==> src/rtl/mbx_irq_pkg.sv <==
package mbx_irq_pkg;

    localparam int NUM_SIDES = 2;
    localparam int SIDE_L    = 0;
    localparam int SIDE_R    = 1;

    typedef enum logic [1:0] {
        ACC_IDLE  = 2'd0,
        ACC_READ  = 2'd1,
        ACC_WRITE = 2'd2
    } acc_kind_e;

    // decoded mailbox events from one port in one cycle
    typedef struct packed {
        logic post;   // write into the peer's mailbox
        logic take;   // read of the port's own mailbox
    } port_evt_t;

    // write wins over read when both strobes are high
    function automatic acc_kind_e classify(input logic sel, input logic wr, input logic rd);
        if (!sel)
            return ACC_IDLE;
        else if (wr)
            return ACC_WRITE;
        else if (rd)
            return ACC_READ;
        else
            return ACC_IDLE;
    endfunction

endpackage

==> src/rtl/mbx_decode.sv <==
module mbx_decode
    import mbx_irq_pkg::*;
#(
    parameter int ADDR_W = 15,
    parameter int SIDE   = SIDE_L
) (
    input  logic [ADDR_W-1:0] addr,
    input  logic              sel,
    input  logic              wr,
    input  logic              rd,
    output port_evt_t         evt
);
    localparam logic [ADDR_W-1:0] TOP_BOX  = {ADDR_W{1'b1}};
    localparam logic [ADDR_W-1:0] NEXT_BOX = {{(ADDR_W-1){1'b1}}, 1'b0};
    localparam logic [ADDR_W-1:0] OWN_BOX  = (SIDE == SIDE_R) ? TOP_BOX : NEXT_BOX;
    localparam logic [ADDR_W-1:0] PEER_BOX = (SIDE == SIDE_R) ? NEXT_BOX : TOP_BOX;

    acc_kind_e kind;

    always_comb begin
        kind     = classify(sel, wr, rd);
        evt.post = (kind == ACC_WRITE) && (addr == PEER_BOX);
        evt.take = (kind == ACC_READ)  && (addr == OWN_BOX);
    end
endmodule

==> src/rtl/mbx_flag.sv <==
module mbx_flag (
    input  logic clk,
    input  logic rst,
    input  logic set,
    input  logic clr,
    output logic irq_n
);
    always_ff @(posedge clk) begin
        if (rst)
            irq_n <= 1'b1;
        else if (set)
            irq_n <= 1'b0;   // a set beats a clear
        else if (clr)
            irq_n <= 1'b1;
    end
endmodule

==> src/rtl/mbx_irq.sv <==
module mbx_irq
    import mbx_irq_pkg::*;
#(
    parameter int ADDR_W = 15
) (
    input  logic              clk,
    input  logic              rst,
    input  logic [ADDR_W-1:0] l_addr,
    input  logic              l_sel,
    input  logic              l_wr,
    input  logic              l_rd,
    input  logic [ADDR_W-1:0] r_addr,
    input  logic              r_sel,
    input  logic              r_wr,
    input  logic              r_rd,
    output logic              l_irq_n,
    output logic              r_irq_n
);
    logic [ADDR_W-1:0] addr_v [NUM_SIDES];
    logic [NUM_SIDES-1:0] sel_v, wr_v, rd_v, irq_v;
    port_evt_t evt_v [NUM_SIDES];

    always_comb begin
        addr_v[SIDE_L] = l_addr;
        addr_v[SIDE_R] = r_addr;
        sel_v = {r_sel, l_sel};
        wr_v  = {r_wr,  l_wr};
        rd_v  = {r_rd,  l_rd};
    end

    for (genvar g = 0; g < NUM_SIDES; g++) begin : g_side
        mbx_decode #(.ADDR_W(ADDR_W), .SIDE(g)) u_dec (
            .addr (addr_v[g]),
            .sel  (sel_v[g]),
            .wr   (wr_v[g]),
            .rd   (rd_v[g]),
            .evt  (evt_v[g])
        );
        mbx_flag u_flag (
            .clk   (clk),
            .rst   (rst),
            .set   (evt_v[NUM_SIDES-1-g].post),
            .clr   (evt_v[g].take),
            .irq_n (irq_v[g])
        );
    end

    assign l_irq_n = irq_v[SIDE_L];
    assign r_irq_n = irq_v[SIDE_R];
endmodule

==> config.mk <==
export PLATFORM = sky130hd
export DESIGN_NAME = mbx_irq
export DESIGN_NICKNAME = d
export VERILOG_FILES = /design/src/rtl/mbx_irq_pkg.sv /design/src/rtl/mbx_decode.sv /design/src/rtl/mbx_flag.sv /design/src/rtl/mbx_irq.sv
export SDC_FILE = /design/constraint.sdc
export NUM_CORES = 1
export LEC_CHECK = 0
export BUFFER_PORTS_ARGS = -buffer_cell sky130_fd_sc_hd__clkbuf_2
export CORE_AREA = 2 2 39 41
export CTS_BUF_LIST = sky130_fd_sc_hd__clkbuf_8 sky130_fd_sc_hd__clkbuf_16
export CTS_CLUSTER_DIAMETER = 40
export DETAILED_ROUTE_END_ITERATION = 8
export DIE_AREA = 0 0 41 43
export SLEW_MARGIN = 25
export SYNTH_ARGS = -nofsm -noshare
export SYNTH_HDL_FRONTEND = slang
export SYNTH_SLANG_ARGS = --single-unit
==> constraint.sdc <==
create_clock -name clk -period 3.25 [get_ports clk]
set_clock_uncertainty 0.2 [all_clocks]
set_input_delay 0.325 -clock clk [delete_from_list [all_inputs] [get_ports clk]]
set_output_delay 0.325 -clock clk [all_outputs]
set_load 0.1 [all_outputs]
# Word level (Yosys, flattened, before mapping)
# Index checks and enable logic that the tools add are counted.
# word_totals
regBits	2
in_bits	38
output_inout_bits	2
wordCells	26
# op_classes
n_eq_ne	8
mux	10
reduce_logical	6
# op_table
cell	count
$eq 15x15->1 const B	4
$mux 2	4
$mux 1	6
$eq 2x1->1 const B	2
$eq 2x2->1 const B	2
$logic_and 1x1->1	4
$reduce_bool 2->1	2

# Logic depth before layout (Yosys ltp)
# Gate-level depths: netlist (run 1).
# logic_depth
ltp_word	7
ltp_mapped	4
mapped_depth_nobuf	4

# Modules after synthesis
# From an unflattened synthesis (run 1), not the netlist that was laid out.
# unflattened
cells_unflattened	21
hier_area_um2	166.4
# modules_own_cells
mod	n_inst	cells_per_inst	area_per_inst_um2	seq_area_each_um2
mbx_flag	2	3	35.0	20.0
mbx_decode (g_side[1].u_dec)	1	7	50.0	0.0
mbx_decode (g_side[0].u_dec)	1	8	46.3	0.0

# Worst setup path after synthesis (run 1)
# Ideal clock, no wire load.
# synth_timing
path_kind	register to output
from	register g_side[1].u_flag.irq_n
to	output port r_irq_n
arrival_time_ns	0.926
t_required_ns	2.725
slack_ns	1.799
path_stages_with_launch	1
n_path_buf	0
cell_sequence	dfxtp_1
# synth_rtl
item	line	rtl
start: declaration	mbx_flag.sv:6	output logic irq_n
start signal: assignment	mbx_flag.sv:10	irq_n <= 1'b1;
start signal: assignment	mbx_flag.sv:12	irq_n <= 1'b0;
start signal: assignment	mbx_flag.sv:14	irq_n <= 1'b1;
end: declaration	mbx_irq.sv:17	output logic r_irq_n
# No word-level cell between the ends.

# Final worst setup path (run 1)
# layout_timing
from	register g_side[0].u_flag.irq_n
to	output port l_irq_n
# layout_rtl
item	line	rtl
start: declaration	mbx_flag.sv:6	
start signal: assignment	mbx_flag.sv:10	
start signal: assignment	mbx_flag.sv:12	
start signal: assignment	mbx_flag.sv:14	
end: declaration	mbx_irq.sv:16	output logic l_irq_n,
# No word-level cell between the ends.

==> summary.md, run 1 <==
| Metric | Value |
|---|---|
| Critical path data required time | between 2 and 3 ns |
| Vias in the first global route | roughly 330 |
| Total setup buffers inserted after CTS | 0 |
| Internal Power | around 120 uW |
| Count of placed standard cells including taps | 75 |
| First-pass GRT wire length | approximately 1000 um |
| Power dissipated by switching net loads | about 27 uW |
| Max H-tree Level | 1 |
| Asr flop ratio synth | 0% |
| Delay of the slowest critical-path stage | 0.46 ns |
| Number of enable flip-flop cells after synthesis | 0 |
| Cell Rows | 14 |
| Synth Net Count | between 50 and 60 |
| Count of unique library cells instantiated by Yosys | 11 |
| Cts bufs inserted | 3 |
| Largest register FFs | 2 |
| I/O pin total | 40 |
| Arrival time at the worst endpoint | between 1 and 1.5 ns |
| Number of nets still failing antenna checks after routing | 0 |
| Layout filler cell count | around 160 |
| Mean area per synthesized cell | roughly 8.1 sq um |
| Largest buffer count on any clock path | 2 |
| Critical path, cell by cell | clkbuf_2 |
| Primary FF master, synth | sky130_fd_sc_hd__dfxtp_1 |
| Number of pins with negative max-slew slack in the final report | 0 |
| Combined area of the multi-input logic cells | 118 sq um |
| Remaining DRCs | 0 |
| Ranking of synthesized cells by instance count | sky130_fd_sc_hd__nand4_1 (6), sky130_fd_sc_hd__nand3_1 (3), sky130_fd_sc_hd__dfxtp_1 (2), sky130_fd_sc_hd__nor4_2 (2) |
| Grt total ovfl | 0 |
| Total number of nets in the final design | ~100 |
| Number of detailed-route iterations in the first pass | 1 |
| Sw Share | a little under a fifth |
| Gate count of the mapped netlist | 20 |
| Area share of the largest cell type after synthesis | approximately a quarter |
| Setup repair after global routing missed its margin | no |
| # clock sinks | 2 |
| Number of antenna violations at the first check in global routing | 0 |
| Final hold violations | 0 |
| Largest register by flop count | g_side.u_flag.irq_n |
| Post-Layout Cell Count | between 70 and 80 |
| Seq cells post-synth | 2 |
| Sequential fraction of the synthesis area | about a quarter |
| Library cell with the highest instance count after synthesis | sky130_fd_sc_hd__nand4_1 |
| Normalized max-slew margin | 64.3% |
| Critical path peak fanout | 2 |
| Count of inserted antenna diode cells | 0 |
| Crit-path slowest cell | sky130_fd_sc_hd__clkbuf_2 |
| FF/Latch Area | ~40 sq um |
| Cell at the root of the clock tree | sky130_fd_sc_hd__clkbuf_8 |
| Count of yosys warnings during synthesis | 0 |
| Count of hold buffers inserted by post-cts repair | 0 |
| Total cell area at the placement stage | ~380 sq um |
| R2R Path Start | g_side[1].u_flag.irq_n |
| Crit share post-route | about 47% |
| Leakage power of the design | roughly 0.00022 uW |
| Number of cells upsized or downsized after cts | 0 |
| Full die area | 1760 sq um |
| Max Clk Rate | 0.653 GHz |
| Proportion of layout cells with a drive suffix above 1 | between 70% and 80% |
| Setup slack of the critical path after layout | ~1.7 ns |
| Design area | ~420 sq um |
| Pin count of the biggest net entering global routing | 4 |
| Post-synthesis cell area | between 150 and 200 sq um |
| Power density over the cells | between 300 and 400 nW/um^2 |
| Run status | finished clean |
| Summed negative setup slack over all endpoints | 0 ns |
| Registers with the most flip-flops | g_side.u_flag.irq_n: 2 flops |
| Area overhead of the layout relative to synthesis | 159% |
| All-Layer GR Usage | between 8 and 9% |
| HPWL reported at the end of detailed placement | around 710 um |
| Area of the core | 1380 sq um |
| Violation count after the first detailed-route iteration | 0 |
| Worst Hold Margin | 0.131 ns |
| Portion of total power attributed to sequential cells | roughly 17% |
| Setup Viol. Count Final | 0 |
| Vias per std cell | roughly 4.4 |
| Overall die width | about 40 um |
| Shortest period the worst path allows | between 1.5 and 2 ns |
| Die height | approximately 43 um |
| Detailed-route via count | between 300 and 400 |
| Leading post-synthesis cells by cell area | sky130_fd_sc_hd__dfxtp_1 (25%), sky130_fd_sc_hd__nand4_1 (23%), sky130_fd_sc_hd__nor4_2 (16%) |
| Wire length per cell after detailed routing | approximately 9.6 um |
| Clk network pwr share | roughly two thirds |
| Kind of capture point of the worst setup path | primary output |
| Number of buffers and inverters on the critical path | 1 |
| Transition at the pin with the smallest max-transition slack | about 0.54 ns |
| Clock tree from TritonCTS | yes |
| Category of cells accounting for the largest share of critical-path delay | buffers and inverters |
| Last weighted congestion value of the routability-driven placer | around 0.57 |
| Clock-pin slew on the worst setup and hold paths | approximately 0.03 ns |
| Worst Hold Launch | rst |
| CP startpoint | g_side[0].u_flag.irq_n |
| Maximum ir drop on the vdd rail | ~0.00013 V |
| Category of the critical setup timing path | flop to primary output |
| Largest area contributor in the netlist | sky130_fd_sc_hd__dfxtp_1 |
| Final wirelength | 746 um |
| Share of total power in combinational logic | 17.4% |
| Quantity of I/O buffers inserted on ports | 39 |
| Critical Path Start Type | flop |
| Clock network latency to the later pin of the worst-skew pair | 0.21 ns |
| Tightest Hold Check Type | input pin to flop |
| Worst setup timing slack at the placement stage | 1.77 ns |
| Maximum Capacitance Violations | 0 |
| Initial Util | 11.7% |
path summary, 6_finish.rpt:
kind | to | slack, ns | depth (start not counted)
max reg2reg | g_side[1].u_flag.irq_n | 2.30 | 2
min reg2reg | g_side[0].u_flag.irq_n | 0.33 | 2
max | l_irq_n | 1.72 | 1
min | g_side[1].u_flag.irq_n | 0.13 | 2
routing by layer:
layer / up-vias / global-route usage [%] / routed length, um
met5: - / 0 / 0
met4: 0 / 6.00 / 0
met3: 0 / 4.71 / 172
met2: 37 / 15.3 / 342
met1: 135 / 6.07 / 232
li1: 171 / - / -
cells by family after synthesis:
group / after synthesis / synth area share (%)
compound gates: 4 / 19.4
flops: 2 / 24.8
simple gates: 13 / 53.5
buf+inv: 1 / 2.32
power by group through the flow:
stage	clock network (uW)	registers, uW	logic [uW]
after floorplan	0	25.1	3.23
after global routing	102	24.8	29.3
final	96.5	24.8	25.6
after CTS	99.9	24.8	26.2
after detailed placement	0	25.1	26.1
after global placement	0	25.1	25.7
cells in the final DEF, fill, tap and decap left out:
master,count
sky130_fd_sc_hd__clkbuf_2,39
sky130_fd_sc_hd__nor2_1,1
sky130_fd_sc_hd__nand4_1,6
sky130_fd_sc_hd__a21oi_1,1
sky130_fd_sc_hd__dfxtp_1,2
sky130_fd_sc_hd__a311oi_1,1
sky130_fd_sc_hd__nor4_2,2
sky130_fd_sc_hd__nand3_1,3
sky130_fd_sc_hd__clkbuf_8,3
sky130_fd_sc_hd__inv_1,1
sky130_fd_sc_hd__nor3_1,1
sky130_fd_sc_hd__a41o_1,1
sky130_fd_sc_hd__a21o_1,1
final cells by class:
type                    count  area share (%)
repair buffers             39            46.7
multi-input cells          17            28.1
clock buffers               3            9.88
flip-flops and latches      2            9.58
well taps                  16            4.79
inverters                   1           0.898
through the flow:
step | util, % | power (uW)
2_1_floorplan | - | 28.3
3_3_place_gp | 27.2 | 50.7
5_1_grt | 30.2 | 156
3_5_place_dp | 27.2 | 51.1
6_report | 30.2 | 147
4_1_cts | 30.2 | 151
Note: power is estimated with default switching activity, not from simulation.
==> run 2, diff against run 1 <==
Settings changed: ABC_AREA set to 1.
Clock period 3.25 ns to 1.5 ns, I/O delays scaled along.
==> run 2 against run 1 <==
Final cell count grew 46%; setup slack lost 1.4 ns; sequential share of layout area shrank 2.1 points; count of clock-buffer cells in the layout is the same; utilization grew 8.5 points; sequential power grew 120%.
==> summary.md, run 2 <==
| Metric | Value |
|---|---|
| Detailed-route via count | 462 (was 343) |
| Cell Rows | 14 (unchanged) |
| Post-Layout Cell Count | 114 (was 78) |
| Critical path data required time | 1.15 ns (was 2.72 ns) |
| Total setup buffers inserted after CTS | 0 (unchanged) |
| Violation count after the first detailed-route iteration | 1 (was 0) |
| Sequential fraction of the synthesis area | 15.2% (was 24.8%) |
| CP startpoint | g_side[1].u_flag.irq_n (was g_side[0].u_flag.irq_n) |
| Post-synthesis cell area | 264 sq um (was 161 sq um) |
| Quantity of I/O buffers inserted on ports | 39 (unchanged) |
| Critical Path Start Type | flop (unchanged) |
| Sw Share | 20.4% (was 18.3%) |
| Internal Power | 268 uW (was 120 uW) |
| Setup slack of the critical path after layout | 0.326 ns (was 1.72 ns) |
| Largest register by flop count | g_side.u_flag.irq_n (unchanged) |
| Mean area per synthesized cell | 4.80 sq um (was 8.07 sq um) |
| Primary FF master, synth | sky130_fd_sc_hd__dfxtp_1 (unchanged) |
| Final hold violations | 0 (unchanged) |
| Clock-pin slew on the worst setup and hold paths | 0.03 ns (about the same) |
| Remaining DRCs | 0 (unchanged) |
| Leading post-synthesis cells by cell area | sky130_fd_sc_hd__nand2_1 (33%), sky130_fd_sc_hd__nor2_1 (16%), sky130_fd_sc_hd__dfxtp_1 (15%) (was sky130_fd_sc_hd__dfxtp_1 (25%), sky130_fd_sc_hd__nand4_1 (23%), sky130_fd_sc_hd__nor4_2 (16%)) |
| Leakage power of the design | 0.000329 uW (was 0.000219 uW) |
| Kind of capture point of the worst setup path | primary output (unchanged) |
| Area share of the largest cell type after synthesis | 32.7% (was 24.8%) |
| Number of antenna violations at the first check in global routing | 0 (unchanged) |
| Cell at the root of the clock tree | sky130_fd_sc_hd__clkbuf_8 (unchanged) |
| Hold Crit Depth | 5 (was 2) |
| Die height | 43 um (unchanged) |
| R2R Setup Slk | 0.71 ns (was 2.30 ns) |
| Mux share of post-synthesis cell area | 0% (unchanged) |
| Delay of the slowest critical-path stage | 0.32 ns (was 0.46 ns) |
| Asr flop ratio synth | 0% (unchanged) |
| Clock network latency to the later pin of the worst-skew pair | 0.21 ns (about the same) |
| Max Clk Rate | roughly 0.85 GHz |
| Critical path peak fanout | 2 (unchanged) |
| Crit share post-route | 78.3% |
| Count of placed standard cells including taps | 110 (was 75) |
| Portion of total power attributed to sequential cells | 16.0% (was 16.9%) |
| Crit-path slowest cell | sky130_fd_sc_hd__dfxtp_1 (was sky130_fd_sc_hd__clkbuf_2) |
| Registers with the most flip-flops | g_side.u_flag.irq_n: 2 flops (unchanged) |
| Area of the core | 1380 sq um (unchanged) |
| Transition at the pin with the smallest max-transition slack | 0.278 ns (was 0.538 ns) |
| Worst Hold Launch | r_addr[0] (was rst) |
| Vias in the first global route | 392 (was 326) |
| Number of enable flip-flop cells after synthesis | 0 (unchanged) |
| Cts bufs inserted | 3 (unchanged) |
| Ranking of synthesized cells by instance count | sky130_fd_sc_hd__nand2_1 (23), sky130_fd_sc_hd__nor2_1 (11), sky130_fd_sc_hd__inv_1 (8) (was sky130_fd_sc_hd__nand4_1 (6), sky130_fd_sc_hd__nand3_1 (3), sky130_fd_sc_hd__dfxtp_1 (2), sky130_fd_sc_hd__nor4_2 (2)) |
| R2R Path Start | g_side[0].u_flag.irq_n (was g_side[1].u_flag.irq_n) |
| Final wirelength | 852 um (was 746 um) |
| Seq cells post-synth | 2 (unchanged) |
| Setup repair after global routing missed its margin | no (unchanged) |
| Wire length per cell after detailed routing | 7.47 um (was 9.56 um) |
| Last weighted congestion value of the routability-driven placer | 0.581 (was 0.573) |
| Proportion of layout cells with a drive suffix above 1 | 42.9% (was 71.0%) |
| Category of cells accounting for the largest share of critical-path delay | flip-flops (was buffers and inverters) |
| Library cell with the highest instance count after synthesis | sky130_fd_sc_hd__nand2_1 (was sky130_fd_sc_hd__nand4_1) |
| Initial Util | 19.1% (was 11.7%) |
| Count of hold buffers inserted by post-cts repair | 1 (was 0) |
| Critical path depth in cells | 1 (unchanged) |
| Power density over the cells | 628 nW/um^2 (was 351 nW/um^2) |
| Power dissipated by switching net loads | 68.6 uW (was 26.8 uW) |
| Setup Viol. Count Final | 0 (unchanged) |
| Gate count of the mapped netlist | 55 (was 20) |
| Grt total ovfl | 0 (unchanged) |
| Maximum ir drop on the vdd rail | 0.000415 V (was 0.000129 V) |
| Clock tree from TritonCTS | yes (unchanged) |
| Largest buffer count on any clock path | 2 (unchanged) |
| Most used cells in the layout excluding fill and tap cells | sky130_fd_sc_hd__clkbuf_2 (37), sky130_fd_sc_hd__nand2_1 (23), sky130_fd_sc_hd__nor2_1 (11) (was sky130_fd_sc_hd__clkbuf_2 (39), sky130_fd_sc_hd__nand4_1 (6), sky130_fd_sc_hd__nand3_1 (3), sky130_fd_sc_hd__clkbuf_8 (3)) |
| Synth Net Count | 93 (was 58) |
| First-pass GRT wire length | 1240 um (was 1000 um) |
| Summed negative setup slack over all endpoints | 0 ns (unchanged) |
| Layout filler cell count | 160 (was 158) |
| Number of nets still failing antenna checks after routing | 0 (unchanged) |
| Number of cells upsized or downsized after cts | 0 (unchanged) |
| Category of the critical setup timing path | flop to primary output (unchanged) |
| Path depth of the worst reg2reg path | 4 (was 2) |
| Worst setup timing slack at the placement stage | 0.503 ns (was 1.77 ns) |
| Largest area contributor in the netlist | sky130_fd_sc_hd__nand2_1 (was sky130_fd_sc_hd__dfxtp_1) |
| Normalized max-slew margin | 81.6% (was 64.3%) |
| Reg-to-reg endpoint | g_side[0].u_flag.irq_n (was g_side[1].u_flag.irq_n) |
| Critical path, cell by cell | buf_4 (was clkbuf_2) |
| Fraction of the mapped netlist area in simple logic gates | 73.5% (was 53.5%) |
| Full die area | 1760 sq um (unchanged) |
| Largest register FFs | 2 (unchanged) |
| Compound-cell area share of the yosys netlist | 0% (was 19.4%) |
| Arrival time at the worst endpoint | 0.82 ns (was 1.01 ns) |
| Count of yosys warnings during synthesis | 0 (unchanged) |
| Main combinational cell family by area after synthesis | simple AND/OR/NAND/NOR gates (unchanged) |
| Vias per std cell | 4.05 (was 4.40) |
| Number of buffers and inverters on the critical path | 1 (unchanged) |
| Final standard cell utilization of the core | 38.7% (was 30.2%) |
| Maximum Capacitance Violations | 0 (unchanged) |
| # clock sinks | 2 (unchanged) |
| All-Layer GR Usage | 10.3% (was 8.62%) |
| Overall die width | 41 um (unchanged) |
| HPWL reported at the end of detailed placement | 768 um (was 714 um) |
| Worst Hold Margin | 0.0838 ns (was 0.131 ns) |
| Count of unique library cells instantiated by Yosys | 8 (was 11) |
| I/O pin total | 40 (unchanged) |
| Xor-xnor portion of the synthesized cell area | 0% (unchanged) |
| Max H-tree Level | 1 (unchanged) |
| Post-synthesis share of cell area spent on full adders, half adders and majority gates | 0% (unchanged) |
| Pin count of the biggest net entering global routing | 3 (was 4) |
| Area overhead of the layout relative to synthesis | 103% (was 159%) |
| Worst Hold Path EP | g_side[0].u_flag.irq_n (was g_side[1].u_flag.irq_n) |
| Number of detailed-route iterations in the first pass | 3 (was 1) |
| Shortest period the worst path allows | between 1 and 1.5 ns |
| Tightest Hold Check Type | input pin to flop (unchanged) |
| Number of pins with negative max-slew slack in the final report | 0 (unchanged) |
| Run status | finished clean (unchanged) |
| Total number of nets in the final design | 138 (was 102) |
| Count of inserted antenna diode cells | 0 (unchanged) |
| Commonest non-fill, non-tap cell in the layout | sky130_fd_sc_hd__clkbuf_2 (unchanged) |
| Clk network pwr share | 62.2% (was 65.7%) |
| Share of total power in combinational logic | 21.8% (was 17.4%) |
run 2: routing by layer:
metal / vias up / part of all wire, % / GRT usage (%)
li1: 262 / - / -
met1: 176 / 40 / 9.90
met2: 24 / 48 / 17.8
met3: 0 / 13 / 1.57
met4: 0 / 0 / 8.00
met5: - / 0 / 0
run 2: power groups by stage:
stage	combinational, uW	sequential, uW	clock (uW)
3_3_place_gp	70.8	54.3	0
2_1_floorplan	18.3	54.3	0
6_report	73.4	53.7	209
3_5_place_dp	72.2	54.3	0
4_1_cts	74.7	53.7	216
5_1_grt	83.0	53.6	221
run 2: layout make-up:
type	instances	area [sq um]	area share, %
Multi-Input combinational cell	45	194	36.2
Timing Repair Buffer	40	210	39.3
Clock buffer	3	41.3	7.71
Tap cell	16	20.0	3.74
Sequential cell	2	40.0	7.48
Inverter	8	30.0	5.61
run 2: logic make-up after synthesis:
kind of cell	after synthesis
buffers and inverters	8
DFF	2
and+or+nand+nor	45
run 2: worst reg2reg max path: stages (launching register included):
cell	delay, ns
sky130_fd_sc_hd__dfxtp_1	0.30
sky130_fd_sc_hd__inv_1	0.05
sky130_fd_sc_hd__nand2_1	0.04
sky130_fd_sc_hd__nand2_1	0.05
sky130_fd_sc_hd__nand2_1	0.05
run 2: worst max-delay path by stage:
stage                             end  slack, ns
6_report                      r_irq_n       0.33
5_1_grt                       r_irq_n       0.31
4_1_cts                       l_irq_n       0.32
3_5_place_dp   g_side[0].u_flag.irq_n       0.50
3_3_place_gp   g_side[1].u_flag.irq_n       0.51
2_1_floorplan  g_side[0].u_flag.irq_n       0.06
run 2: per-stage QoR:
stage	cell area (sq um)	total power (uW)
after floorplan	264	72.6
after global routing	536	358
after global placement	484	125
final	536	336
after CTS	536	344
after detailed placement	484	127
==> run 3, diff against run 2 <==
Settings changed: ABC_AREA 1 to 0.
Clock period 1.5 ns to 1.1 ns, I/O delays scaled along.
==> run 3 against run 2 <==
The run now ends with negative hold slack left; final cell count down 30%; wire length down 6.5%; total power up 29%; via count down 23%; setup slack worse by 0.27 ns; count of clock-buffer cells in the layout unchanged; sequential power up 27%; clock power up 37%; final area down 11%; first-iteration DRC count up 100%; combinational power up 8.3%; critical endpoint unchanged.
==> summary.md, run 3 (synthesis gave the netlist of run 1 again) <==
| Metric | Value |
|---|---|
| Maximum Capacitance Violations | 0 (unchanged) |
| Layout filler cell count | 161 (was 160) |
| Tightest Hold Check Type | input pin to flop (unchanged) |
| Worst Hold Margin | -0.0286 ns (was 0.0838 ns) |
| Worst Hold Launch | l_addr[0] (was r_addr[0]) |
| All-Layer GR Usage | 10.1% (was 10.3%) |
| Violation count after the first detailed-route iteration | 2 (was 1) |
| Full die area | 1760 sq um (unchanged) |
| Number of antenna violations at the first check in global routing | 0 (unchanged) |
| Clock network latency to the later pin of the worst-skew pair | 0.21 ns (about the same) |
| First-pass GRT wire length | 1210 um (was 1240 um) |
| Path depth of the worst reg2reg path | 2 (was 4) |
| Arrival time at the worst endpoint | 0.73 ns (was 0.82 ns) |
| Registers with the most flip-flops | g_side.u_flag.irq_n: 2 flops (unchanged) |
| Remaining DRCs | 0 (unchanged) |
| # clock sinks | 2 (unchanged) |
| Number of nets still failing antenna checks after routing | 0 (unchanged) |
| Clock tree from TritonCTS | yes (unchanged) |
| Number of pins with negative max-slew slack in the final report | 0 (unchanged) |
| Initial Util | 11.7% (was 19.1%) |
| R2R Path Start | g_side[1].u_flag.irq_n (was g_side[0].u_flag.irq_n) |
| Count of inserted antenna diode cells | 0 (unchanged) |
| Crit share post-route | 94.6% |
| Final hold violations | 1 (was 0) |
| Number of detailed-route iterations in the first pass | 2 (was 3) |
| Number of buffers and inverters on the critical path | 1 (unchanged) |
| Normalized max-slew margin | 79.8% (was 81.6%) |
| Maximum ir drop on the vdd rail | 0.000604 V (was 0.000415 V) |
| Run status | finished, violations left (was finished clean) |
| Reg-to-reg endpoint | g_side[1].u_flag.irq_n (was g_side[0].u_flag.irq_n) |
| Cell at the root of the clock tree | sky130_fd_sc_hd__clkbuf_8 (unchanged) |
| Setup repair after global routing missed its margin | no (unchanged) |
| Largest register by flop count | g_side.u_flag.irq_n (unchanged) |
| Commonest non-fill, non-tap cell in the layout | sky130_fd_sc_hd__clkbuf_2 (unchanged) |
| Worst Hold Path EP | g_side[1].u_flag.irq_n (was g_side[0].u_flag.irq_n) |
| Overall die width | 41 um (unchanged) |
| Transition at the pin with the smallest max-transition slack | 0.300 ns (was 0.278 ns) |
| Power density over the cells | 910 nW/um^2 (was 628 nW/um^2) |
| Total number of nets in the final design | 104 (was 138) |
| Category of the critical setup timing path | flop to primary output (unchanged) |
| Area of the core | 1380 sq um (unchanged) |
| Delay of the slowest critical-path stage | 0.35 ns (was 0.32 ns) |
| Max Clk Rate | between 0.9 and 1 GHz |
| I/O pin total | 40 (unchanged) |
| Critical path peak fanout | 2 (unchanged) |
| Max H-tree Level | 1 (unchanged) |
| Wire length per cell after detailed routing | 9.96 um (was 7.47 um) |
| Largest buffer count on any clock path | 2 (unchanged) |
| Critical Path Start Type | flop (unchanged) |
| Summed negative setup slack over all endpoints | 0 ns (unchanged) |
| Worst setup timing slack at the placement stage | -0.170 ns (was 0.503 ns) |
| Category of cells accounting for the largest share of critical-path delay | flip-flops (unchanged) |
| Setup slack of the critical path after layout | 0.0598 ns (was 0.326 ns) |
| Proportion of layout cells with a drive suffix above 1 | 75.0% (was 42.9%) |
| Cell Rows | 14 (unchanged) |
| Hold Crit Depth | 3 (was 5) |
| Failing checks | negative hold slack |
| Vias per std cell | 4.43 (was 4.05) |
| Vias in the first global route | 349 (was 392) |
| Design Power | 435 uW (was 336 uW) |
| Detailed-route via count | 354 (was 462) |
| Cts bufs inserted | 3 (unchanged) |
| HPWL reported at the end of detailed placement | 705 um (was 768 um) |
| Die height | 43 um (unchanged) |
| Last weighted congestion value of the routability-driven placer | 0.629 (was 0.581) |
| Leakage power of the design | 0.000242 uW (was 0.000329 uW) |
| FF/Latch Area | 47.5 sq um (was 40.0 sq um) |
| Quantity of I/O buffers inserted on ports | 39 (unchanged) |
| Critical path, cell by cell | buf_12 (was buf_4) |
| Setup Viol. Count Final | 0 (unchanged) |
| Shortest period the worst path allows | 1.04 ns |
| Kind of capture point of the worst setup path | primary output (unchanged) |
| Crit-path slowest cell | sky130_fd_sc_hd__dfxtp_4 (was sky130_fd_sc_hd__dfxtp_1) |
| Grt total ovfl | 0 (unchanged) |
| Largest register FFs | 2 (unchanged) |
| Area overhead of the layout relative to synthesis | 196% (was 103%) |
| Critical path data required time | 0.79 ns (was 1.15 ns) |
| Pin count of the biggest net entering global routing | 4 (was 3) |
| Clock-pin slew on the worst setup and hold paths | 0.03 ns (about the same) |
| Most used cells in the layout excluding fill and tap cells | sky130_fd_sc_hd__clkbuf_2 (37), sky130_fd_sc_hd__nand4_1 (6), sky130_fd_sc_hd__clkbuf_8 (3) (was sky130_fd_sc_hd__clkbuf_2 (37), sky130_fd_sc_hd__nand2_1 (23), sky130_fd_sc_hd__nor2_1 (11)) |
| R2R Setup Slk | 0.08 ns (was 0.71 ns) |
| Final wirelength | 797 um (was 852 um) |
| Combined area of the multi-input logic cells | 123 sq um (was 194 sq um) |
[run 3: cell count changes in the layout (fill, tap and decap cells not counted), moves of 2 or more]
cell | before | now
sky130_fd_sc_hd__inv_1 | 8 | 1
sky130_fd_sc_hd__dfxtp_1 | 2 | 0
sky130_fd_sc_hd__nor4_2 | 0 | 2
sky130_fd_sc_hd__dfxtp_4 | 0 | 2
sky130_fd_sc_hd__nand3b_1 | 2 | 0
sky130_fd_sc_hd__nand2_1 | 23 | 0
sky130_fd_sc_hd__buf_12 | 0 | 2
sky130_fd_sc_hd__nor2_1 | 11 | 1
[run 3: how the worst max path moves through the flow]
stage / start / end / slack, ns / depth (start not counted)
floorplan: g_side[1].u_flag.irq_n / g_side[1].u_flag.irq_n / -0.007 / 2
global placement: l_addr[8] / g_side[1].u_flag.irq_n / -0.18 / 5
detailed placement: l_addr[8] / g_side[1].u_flag.irq_n / -0.17 / 5
CTS: l_addr[0] / g_side[1].u_flag.irq_n / 0.02 / 4
global route: l_addr[8] / g_side[1].u_flag.irq_n / 0.02 / 5
finish: g_side[1].u_flag.irq_n / r_irq_n / 0.06 / 1
[run 3: layer usage]
| metal | routed length, um | vias up | part of all wire [%] | GRT usage, % |
|---|---|---|---|---|
| met5 | 0 | - | 0 | 0 |
| met4 | 0 | 0 | 0 | 8.00 |
| met3 | 120 | 0 | 15 | 2.09 |
| met2 | 432 | 22 | 54 | 17.8 |
| met1 | 244 | 157 | 31 | 8.92 |
| li1 | - | 175 | - | - |
[run 3: stage by stage]
step	instances	instance area [sq um]	util [%]	hold slack [ns]
after floorplan	20	169	-	-0.00468
after global placement	76	422	30.5	0.121
after detailed placement	76	422	30.5	0.130
after CTS	81	483	34.9	-0.000708
after global routing	80	478	34.5	0.00549
final	80	478	34.5	-0.0286
[run 3: area by class of cell]
class | instances | area share (%)
Timing Repair Buffer | 41 | 50.8
Multi-Input combinational cell | 17 | 25.7
Sequential cell | 2 | 9.95
Clock buffer | 3 | 8.64
Tap cell | 16 | 4.19
Inverter | 1 | 0.785
[run 3: report_power, final]
| group | internal [uW] | switching [uW] |
|---|---|---|
| combinational | 52.9 | 26.5 |
| clock | 231 | 56.1 |
| sequential | 68.3 | 0.00133 |
| total | 352 | 82.6 |
[run 3: what timing repair did]
action	CTS	global route
hold endpoints to repair	1	0
hold buffers	2	0
resized for setup	0	1
setup endpoints to repair	0	1
setup buffers	0	0
